$ cat src/rtl/psram_bus_ctrl.sv
module psram_bus_ctrl #(
  parameter int AW      = 21,
  parameter int LW      = 6,
  parameter int ACC_CYC = 4
) (
  input  logic          clk,
  input  logic          rst_n,
  input  logic          req_valid,
  output logic          req_ready,
  input  logic          req_write,
  input  logic          req_reg,
  input  logic [AW-1:0] req_addr,
  input  logic [15:0]   req_wdata,
  input  logic [1:0]    req_be,
  input  logic [LW-1:0] req_len,
  output logic          rsp_valid,
  output logic [15:0]   rsp_data,
  output logic          cfg_sync,
  output logic          cfg_wait_hi,
  output logic          mem_ce_n,
  output logic          mem_adv_n,
  output logic          mem_oe_n,
  output logic          mem_we_n,
  output logic          mem_cre,
  output logic          mem_ub_n,
  output logic          mem_lb_n,
  output logic          mem_clk_en,
  output logic [AW-17:0] mem_addr_hi,
  output logic [15:0]   adq_out,
  output logic          adq_oe,
  input  logic [15:0]   adq_in,
  input  logic          mem_wait
);

  localparam int ACW = $clog2(ACC_CYC) + 1;
  localparam int CW  = (LW > ACW) ? LW : ACW;
  localparam logic [CW-1:0] ACC_LAST = CW'(ACC_CYC - 1);

  typedef enum logic [2:0] {
    S_IDLE, S_ADDR, S_TURN, S_ARD, S_AWR, S_BRD, S_BWR, S_RECOV
  } st_t;

  st_t            st;
  logic [CW-1:0]  cnt, last_q;
  logic [AW-1:0]  addr_q;
  logic [15:0]    wdata_q;
  logic [1:0]     be_q;
  logic           wr_q, reg_q, burst_q;
  logic           wait_act;

  assign wait_act  = (mem_wait == cfg_wait_hi);
  assign req_ready = (st == S_IDLE);

  always_ff @(posedge clk) begin
    if (!rst_n) begin
      st          <= S_IDLE;
      cnt         <= '0;
      last_q      <= '0;
      addr_q      <= '0;
      wdata_q     <= '0;
      be_q        <= '0;
      wr_q        <= 1'b0;
      reg_q       <= 1'b0;
      burst_q     <= 1'b0;
      cfg_sync    <= 1'b0;
      cfg_wait_hi <= 1'b1;
      rsp_valid   <= 1'b0;
      rsp_data    <= '0;
    end else begin
      rsp_valid <= 1'b0;
      case (st)
        S_IDLE: if (req_valid) begin
          addr_q  <= req_addr;
          wdata_q <= req_wdata;
          be_q    <= req_be;
          wr_q    <= req_write;
          reg_q   <= req_reg;
          burst_q <= cfg_sync & ~req_reg;
          last_q  <= (req_len == '0) ? '0 : CW'(req_len - 1'b1);
          st      <= S_ADDR;
        end
        S_ADDR: begin
          cnt <= '0;
          st  <= wr_q ? (burst_q ? S_BWR : S_AWR) : S_TURN;
        end
        S_TURN: begin
          cnt <= '0;
          st  <= burst_q ? S_BRD : S_ARD;
        end
        S_ARD: begin
          cnt <= cnt + 1'b1;
          if (cnt == ACC_LAST) begin
            rsp_valid <= 1'b1;
            rsp_data  <= adq_in;
            st        <= S_RECOV;
          end
        end
        S_AWR: begin
          cnt <= cnt + 1'b1;
          if (cnt == ACC_LAST) begin
            st <= S_RECOV;
            if (reg_q) begin
              cfg_sync    <= ~wdata_q[15];
              cfg_wait_hi <= wdata_q[10];
            end
          end
        end
        S_BRD: if (!wait_act) begin
          rsp_valid <= 1'b1;
          rsp_data  <= adq_in;
          cnt       <= cnt + 1'b1;
          if (cnt == last_q) st <= S_RECOV;
        end
        S_BWR: if (!wait_act) st <= S_RECOV;
        S_RECOV: st <= S_IDLE;
        default: st <= S_IDLE;
      endcase
    end
  end

  assign mem_ce_n    = (st == S_IDLE) || (st == S_RECOV);
  assign mem_adv_n   = (st != S_ADDR);
  assign mem_oe_n    = !((st == S_ARD) || (st == S_BRD));
  assign mem_we_n    = !((st == S_AWR) || (st == S_BWR) ||
                         ((st == S_ADDR) && wr_q && burst_q));
  assign mem_cre     = reg_q && !mem_ce_n;
  assign mem_clk_en  = burst_q && !mem_ce_n;
  assign adq_oe      = (st == S_ADDR) || (st == S_AWR) || (st == S_BWR);
  assign adq_out     = (st == S_ADDR) ? addr_q[15:0] : wdata_q;
  assign mem_addr_hi = addr_q[AW-1:16];
  assign {mem_ub_n, mem_lb_n} = mem_ce_n ? 2'b11 :
                                ((wr_q && !reg_q) ? ~be_q : 2'b00);

  a_r3_no_contention: assert property (@(posedge clk) disable iff (!rst_n)
    !(adq_oe && !mem_oe_n));
  a_r3_release_first: assert property (@(posedge clk) disable iff (!rst_n)
    $fell(mem_oe_n) |-> !$past(adq_oe));
  a_r2_adv_one_cycle: assert property (@(posedge clk) disable iff (!rst_n)
    !mem_adv_n |=> mem_adv_n);
  a_r7_static_clock: assert property (@(posedge clk) disable iff (!rst_n)
    !cfg_sync |-> !mem_clk_en);
  a_r6_cre_in_access: assert property (@(posedge clk) disable iff (!rst_n)
    mem_cre |-> !mem_ce_n);
  a_r8_wait_gates: assert property (@(posedge clk) disable iff (!rst_n)
    (rsp_valid && $past(mem_clk_en)) |-> ($past(mem_wait) != $past(cfg_wait_hi)));
  a_r10_recovery: assert property (@(posedge clk) disable iff (!rst_n)
    $rose(mem_ce_n) |=> mem_ce_n);

endmodule

$ cat config.mk
export PLATFORM = sky130hd
export DESIGN_NAME = psram_bus_ctrl
export DESIGN_NICKNAME = d
export VERILOG_FILES = /design/src/rtl/psram_bus_ctrl.sv
export SDC_FILE = /design/constraint.sdc
export NUM_CORES = 1
export LEC_CHECK = 0
export ABC_AREA = 0
export BUFFER_PORTS_ARGS = -buffer_cell sky130_fd_sc_hd__buf_2
export CAP_MARGIN = 10
export CORE_UTILIZATION = 50
export DETAILED_ROUTE_END_ITERATION = 6
export GPL_TIMING_DRIVEN = 0
export PLACE_DENSITY = 0.87
export SETUP_SLACK_MARGIN = 0.3
export SYNTH_ARGS = -nofsm -noshare
export SYNTH_HDL_FRONTEND = slang
export SYNTH_SLANG_ARGS = --single-unit
export TNS_END_PERCENT = 10
$ cat constraint.sdc
create_clock -name clk -period 2.45 [get_ports clk]
set_input_delay 0.3675 -clock clk [delete_from_list [all_inputs] [get_ports clk]]
set_output_delay 0.3675 -clock clk [all_outputs]
set_load 0.005 [all_outputs]
==> results.py, run 1 <==
metrics = {
    "setup_path": {
        "r2r_start": "st[1]$_SDFFE_PN0P_",
        "cp-startpoint": "st[0]$_SDFFE_PN0P_",
        "end_kind": "output pin",
        "worstPathArrival_ns": 1.74,
        "critPathLaunchType": "flip-flop",
        "critPathRequiredTime_ns": 2.08,
        "path_class": "reg2out",
        "crit_fanout": 8,
    },
    "routing": {
        "drc_errors": 0,
        "detail-route-antenna-nets": 0,
        "firstDrtPassIters": 4,
        "wl_per_cell_um": 14.1,
        "drt_iter0_drc": 155,
        "wl_um": 8790,
        "routed_via_density": 5.26,
        "vias": 3285,
    },
    "cts": {
        "clk_pin_slew_worst_paths_ns": 0.08,
        "cts.sinks": 76,
        "cts.htree.levels": 3,
        "clockBufferDepth": 2,
        "insertion_delay_ns": 0.34,
        "cts-root-buf": "clkbuf_8",
        "cts_tree": "built",
        "cts_buffers": 9,
    },
    "synth": {
        "yosys-top-cells-area": "dfxtp_1, nand2_1, a21oi_1, mux2i_1, mux2_2",
        "avgSynthCellArea_um2": 8.37,
        "syn_area_mm2": 0.00346,
        "synth.top_cells.by_count": "nand2_1, dfxtp_1, a21oi_1, nor2_1, mux2i_1",
        "synthFlopType": "dfxtp_1",
        "synth-edff-count": 0,
        "yosys_warnings": 0,
        "seq_area_frac_synth_pct": 44.0,
        "async_flop_share_pct": 0,
        "syn_inst": 413,
        "syn-num-nets": 483,
        "yosys.cell_types.count": 43,
        "yosys_register_bits": 76,
        "synth.most_common_cell": "nand2_1",
        "synth_top_area_share_pct": 44.0,
        "synth_top_cell_by_area": "dfxtp_1",
    },
    "grt": {
        "grt_first_pass_wirelength_um": 14100,
        "grt_max_degree": 13,
        "grt_pass1_vias": 3135,
        "track_usage_pct": 24.6,
        "grt-ovfl-total": 0,
        "antenna_found_initial": 0,
    },
    "power_and_ir_drop": {
        "ir_drop_uv": 540,
        "p_comb_share_pct": 30.6,
        "power_switching_mw": 1.11,
        "p_int_mw": 2.30,
        "power.density_mw_per_mm2": 783,
        "seq_power_share_pct": 42.1,
        "netSwitchingFraction_pct": 32.6,
        "clkPwrFrac_pct": 27.3,
        "p_leak_nw": 2.10,
    },
    "timing": {
        "maxSlewHeadroom_pct": 60.4,
        "tightestPinTransition_ns": 0.589,
        "grt_setup_unrepaired": "yes",
        "fin_skew_ns": 0.00993,
        "min_period_ns": 2.11,
        "period_share_pct": 86.1,
        "final_hold_viol_count": 0,
        "fmax_mhz": 474,
        "tns_ns": 0,
        "setup-violations-final": 0,
        "finalMaxSlewViolations": 0,
    },
    "final_layout": {
        "fin_area_mm2": 0.00436,
        "nNetsFinal": 613,
        "antenna_cells": 0,
        "drive_gt1_share_pct": 32.0,
        "areaGrowthSynthToFinish_pct": 26.2,
    },
    "die": {
        "rows": 29,
        "dieArea_mm2": 0.00725,
        "die_w_um": 85.2,
        "die_y_um": 85.2,
        "io_pins": 117,
        "start_util_pct": 53.2,
        "core-area_mm2": 0.00649,
    },
    "worst_hold_path": {
        "min_path_type": "in2reg",
        "min_from": "req_addr[17]",
    },
    "placement": {
        "place.gp.congestion": 0.824,
        "io_buffers": 115,
        "hpwl_um": 6540,
        "dpl_cell_area_mm2": 0.00413,
    },
    "run": {
        "max-cap-violations": 0,
    },
    "run_status": {
        "status": "finished clean",
    },
}
-- power by group through the flow --
stage,clock network [mW],registers [mW],logic (mW)
after detailed placement,0,1.46,1.02
final,0.932,1.44,1.05
after CTS,0.945,1.44,1.04
after global placement,0,1.46,0.988
after floorplan,0,1.44,0.693
after global routing,0.990,1.45,1.16
-- registers in the layout, summed over array words and instances, names as in the netlist --
| signal | count |
|---|---|
| addr_q | 21 |
| be_q | 2 |
| burst_q | 1 |
| cfg_sync | 1 |
| cfg_wait_hi | 1 |
| cnt | 6 |
| last_q | 6 |
| reg_q | 1 |
| rsp_data | 16 |
| rsp_valid | 1 |
| st | 3 |
| wdata_q | 16 |
| wr_q | 1 |
-- worst max-delay path, stage by stage, from the launching register on --
cell and delay [ns]:
dfxtp_1 0.37, inv_1 0.16, nor3_4 0.17, buf_4 0.22, mux2_2 0.35, buf_2 0.13
-- through the flow --
stage	hold slack, ns	setup slack, ns	util [%]	instances	power, mW
after floorplan	0.433	0.537	-	413	2.13
after global placement	0.439	0.0174	63.6	605	2.44
after detailed placement	0.447	0.00950	63.6	605	2.48
after CTS	0.245	0.303	66.8	621	3.42
after global routing	0.252	0.247	67.2	624	3.60
final	0.255	0.341	67.2	624	3.42
-- cell usage in the layout, fill, tap and decap left out, types with 11 or more instances in the layout --
cell / instances
inv_1: 11
buf_2: 122
a21oi_1: 50
buf_4: 14
clkbuf_1: 13
dfxtp_1: 75
mux2_2: 16
mux2i_1: 21
nand2_1: 91
nor2_1: 34
-- cell families (layout without fill, tap and decap cells) --
| family | Yosys count | in the layout | synth area share (%) |
|---|---|---|---|
| AND/OR/NAND/NOR | 157 | 157 | 19.5 |
| multiplexers | 37 | 37 | 11.3 |
| AO/OA/AOI/OAI | 78 | 78 | 13.3 |
| flip-flops | 76 | 76 | 44.0 |
| adder cells (fa/ha/maj) | 3 | 3 | 1.09 |
| buffers and inverters | 44 | 178 | 6.22 |
| XOR/XNOR | 18 | 18 | 4.56 |
-- cell type report --
cell class | count | area [µm²]
fillers | 538 | 2130
multi-input cells | 293 | 1730
flip-flops and latches | 76 | 1520
repair buffers | 119 | 606
plain buffers | 32 | 178
clock buffers | 10 | 138
well taps | 77 | 96.3
clock inverters | 5 | 52.6
inverters | 12 | 45.0
-- path summary, 6_finish.rpt --
kind,to,slack (ns),cells after the start
setup reg to reg,addr_q[9]$_SDFFE_PN0P_,0.40,9
setup / recovery,adq_out[6],0.34,5
hold / removal,addr_q[17]$_SDFFE_PN0P_,0.25,3
hold reg to reg,wdata_q[12]$_SDFFE_PN0P_,0.46,2
-- layer usage --
metal	track usage (%)	vias up	part of all wire (%)
met2	40.1	110	49
li1	-	1635	-
met1	30.3	1517	43
met5	0	-	0
met3	5.74	23	5.4
met4	13.1	0	2.6
-- what timing repair did --
action | 4_1_cts | 5_1_grt
pin swaps | 1 | 1
setup buffers | 1 | 3
hold buffers | 0 | 0
endpoints found under the setup margin | 24 | 39
gates resized for setup | 4 | 2
(Power assumes the default switching activity.)
==> run 2, diff against run 1 <==
--- a/config.mk
+++ b/config.mk
@@ -9,8 +9,10 @@
 export BUFFER_PORTS_ARGS = -buffer_cell sky130_fd_sc_hd__buf_2
 export CAP_MARGIN = 10
 export CORE_UTILIZATION = 50
+export CTS_BUF_LIST = sky130_fd_sc_hd__clkbuf_16
 export DETAILED_ROUTE_END_ITERATION = 6
 export GPL_TIMING_DRIVEN = 0
+export MAX_ROUTING_LAYER = met4
 export PLACE_DENSITY = 0.87
 export SETUP_SLACK_MARGIN = 0.3
 export SYNTH_ARGS = -nofsm -noshare
==> run 2 against run 1 <==
  * Power increased by 10%
  * Largest cell class unchanged
  * Fmax down 0.30%
  * Flip-flop and latch count unchanged
  * First-iteration DRC count fell by 23%
  * Setup slack got worse by 0.0064 ns
  * Critical path type unchanged
==> results.py, run 2 (synthesis gave the netlist of run 1 again) <==
metrics = {
    "worst_hold_path": {
        "hold_end": "rsp_data[8]$_SDFFE_PN0P_",
        "hold_depth": 3,
        "min_path_type": "in2reg",
        "min_from": "adq_in[8]",
    },
    "setup_path": {
        "crit_fanout": 10,
        "cpPeakStageDelay_ns": 0.36,
        "critical-path-slowest-cell": "dfxtp_1",
        "worstPathArrival_ns": 1.75,
        "rr_endpoint": "rsp_data[5]$_SDFFE_PN0P_",
        "path_cells": "inv_1 -> nor3_4 -> buf_4 -> mux2_2 -> buf_2",
        "r2r_start": "cnt[1]$_SDFFE_PN0P_",
        "critPathRequiredTime_ns": 2.08,
        "r2r_slack_ns": 0.44,
        "path_class": "reg2out",
        "end_kind": "output pin",
        "reg2reg_depth": 7,
        "critPathLaunchType": "flip-flop",
    },
    "cts": {
        "clk_pin_slew_worst_paths_ns": 0.06,
        "hold_buffers": 0,
        "cts_tree": "built",
        "insertion_delay_ns": 0.33,
        "cts.htree.levels": 3,
        "cts_buffers": 9,
        "clockBufferDepth": 2,
        "cts-root-buf": "clkbuf_16",
        "cts.sinks": 76,
    },
    "power_and_ir_drop": {
        "power.density_mw_per_mm2": 844,
        "clkPwrFrac_pct": 33.5,
        "netSwitchingFraction_pct": 31.1,
        "power_switching_mw": 1.17,
        "seq_power_share_pct": 38.4,
        "ir_drop_uv": 518,
        "p_int_mw": 2.59,
        "p_leak_nw": 2.15,
        "p_comb_share_pct": 28.2,
    },
    "placement": {
        "place.gp.congestion": 0.836,
        "hpwl_um": 6540,
        "io_buffers": 115,
    },
    "routing": {
        "routed_via_density": 5.39,
        "vias": 3361,
        "wl_um": 9070,
        "drt_iter0_drc": 119,
        "wl_per_cell_um": 14.5,
        "firstDrtPassIters": 4,
        "detail-route-antenna-nets": 0,
        "drc_errors": 0,
    },
    "die": {
        "io_pins": 117,
        "die_y_um": 85.2,
        "die_w_um": 85.2,
        "core-area_mm2": 0.00649,
        "dieArea_mm2": 0.00725,
        "rows": 29,
        "start_util_pct": 53.2,
    },
    "final_layout": {
        "most-common-layout-cells": "buf_2, nand2_1, dfxtp_1",
        "largest_registers": "addr_q: 21 flops, rsp_data: 16 flops, wdata_q: 16 flops",
        "drive_gt1_share_pct": 32.0,
        "postLayoutCoreUtil_pct": 68.6,
        "antenna_cells": 0,
        "regMostFlops": "addr_q",
        "areaGrowthSynthToFinish_pct": 28.8,
        "nNetsFinal": 613,
        "final_common_cell": "buf_2",
        "largest_register_ff_count": 21,
    },
    "timing": {
        "tightestPinTransition_ns": 0.588,
        "maxSlewHeadroom_pct": 60.4,
        "final_hold_viol_count": 0,
        "period_share_pct": 86.3,
        "min_period_ns": 2.11,
        "fmax_mhz": 473,
        "finalMaxSlewViolations": 0,
        "fin_skew_ns": 0.00589,
        "tns_ns": 0,
        "setup-violations-final": 0,
        "grt_setup_unrepaired": "yes",
    },
    "grt": {
        "antenna_found_initial": 0,
        "track_usage_pct": 25.8,
        "grt_pass1_vias": 3137,
        "grt_first_pass_wirelength_um": 14300,
        "grt-ovfl-total": 0,
        "grt_max_degree": 13,
    },
    "run": {
        "max-cap-violations": 0,
    },
    "run_status": {
        "status": "finished clean",
    },
}
[run 2: cell count changes in the layout (fill, tap and decap cells not counted)]
cell       previous run  this run
clkbuf_1             13        12
clkbuf_2              0         1
clkbuf_8             10         0
clkinv_1              0         1
clkbuf_4              1         0
clkbuf_16             0         9
buf_2               122       123
[run 2: worst max path at each step]
stage / from / cells past startpoint / to
after floorplan: st[0]$_SDFFE_PN0P_ / 4 / adq_out[10]
final: st[0]$_SDFFE_PN0P_ / 5 / adq_out[7]
after global placement: st[0]$_SDFFE_PN0P_ / 5 / adq_out[7]
after CTS: cnt[1]$_SDFFE_PN0P_ / 7 / rsp_data[11]$_SDFFE_PN0P_
after global routing: st[1]$_SDFFE_PN0P_ / 6 / mem_lb_n
after detailed placement: st[0]$_SDFFE_PN0P_ / 5 / adq_out[7]
[run 2: power groups by stage]
| stage | registers [mW] | clock network (mW) | logic (mW) |
|---|---|---|---|
| final | 1.44 | 1.26 | 1.06 |
| after detailed placement | 1.46 | 0 | 1.02 |
| after global routing | 1.45 | 1.32 | 1.16 |
| after global placement | 1.46 | 0 | 0.988 |
| after floorplan | 1.44 | 0 | 0.693 |
| after CTS | 1.44 | 1.27 | 1.05 |
[run 2: worst max-delay path, delay by kind of cell (launching register included)]
family	cells	cell delay (ns)
buffers and inverters	3	0.52
muxes	1	0.36
and+or+nand+nor	1	0.18
DFF	1	0.36
[run 2: cell type report]
type / instances / area (µm²)
clock inverters: 6 / 56.3
clock buffers: 9 / 225
multi-input cells: 293 / 1730
plain buffers: 32 / 176
repair buffers: 119 / 606
fillers: 524 / 2040
inverters: 12 / 45.0
flip-flops and latches: 76 / 1520
well taps: 77 / 96.3
[run 2: repair_timing]
action | 4_1_cts | 5_1_grt
setup buffers | 1 | 3
gates resized for setup | 4 | 3
endpoints found under the setup margin | 23 | 38
pin swaps | 1 | 0
gates cloned | 0 | 0
[run 2: per-stage QoR]
stage | hold WS, ns | setup WS, ns | instances | power [mW] | cell area (µm²)
4_1_cts | 0.272 | 0.319 | 621 | 3.76 | 4430
6_report | 0.276 | 0.335 | 624 | 3.76 | 4450
5_1_grt | 0.276 | 0.244 | 624 | 3.93 | 4450
3_5_place_dp | 0.447 | 0.00950 | 605 | 2.48 | 4130
3_3_place_gp | 0.439 | 0.0174 | 605 | 2.44 | 4130
2_1_floorplan | 0.433 | 0.537 | 413 | 2.13 | 3460
[run 2: layer usage]
| layer | global-route usage [%] | vias to the layer above | part of all wire, % |
|---|---|---|---|
| li1 | - | 1632 | - |
| met1 | 30.6 | 1561 | 42 |
| met2 | 41.9 | 137 | 50 |
| met3 | 3.60 | 31 | 5.0 |
| met4 | 15.1 | 0 | 3.6 |
| met5 | - | - | 0 |
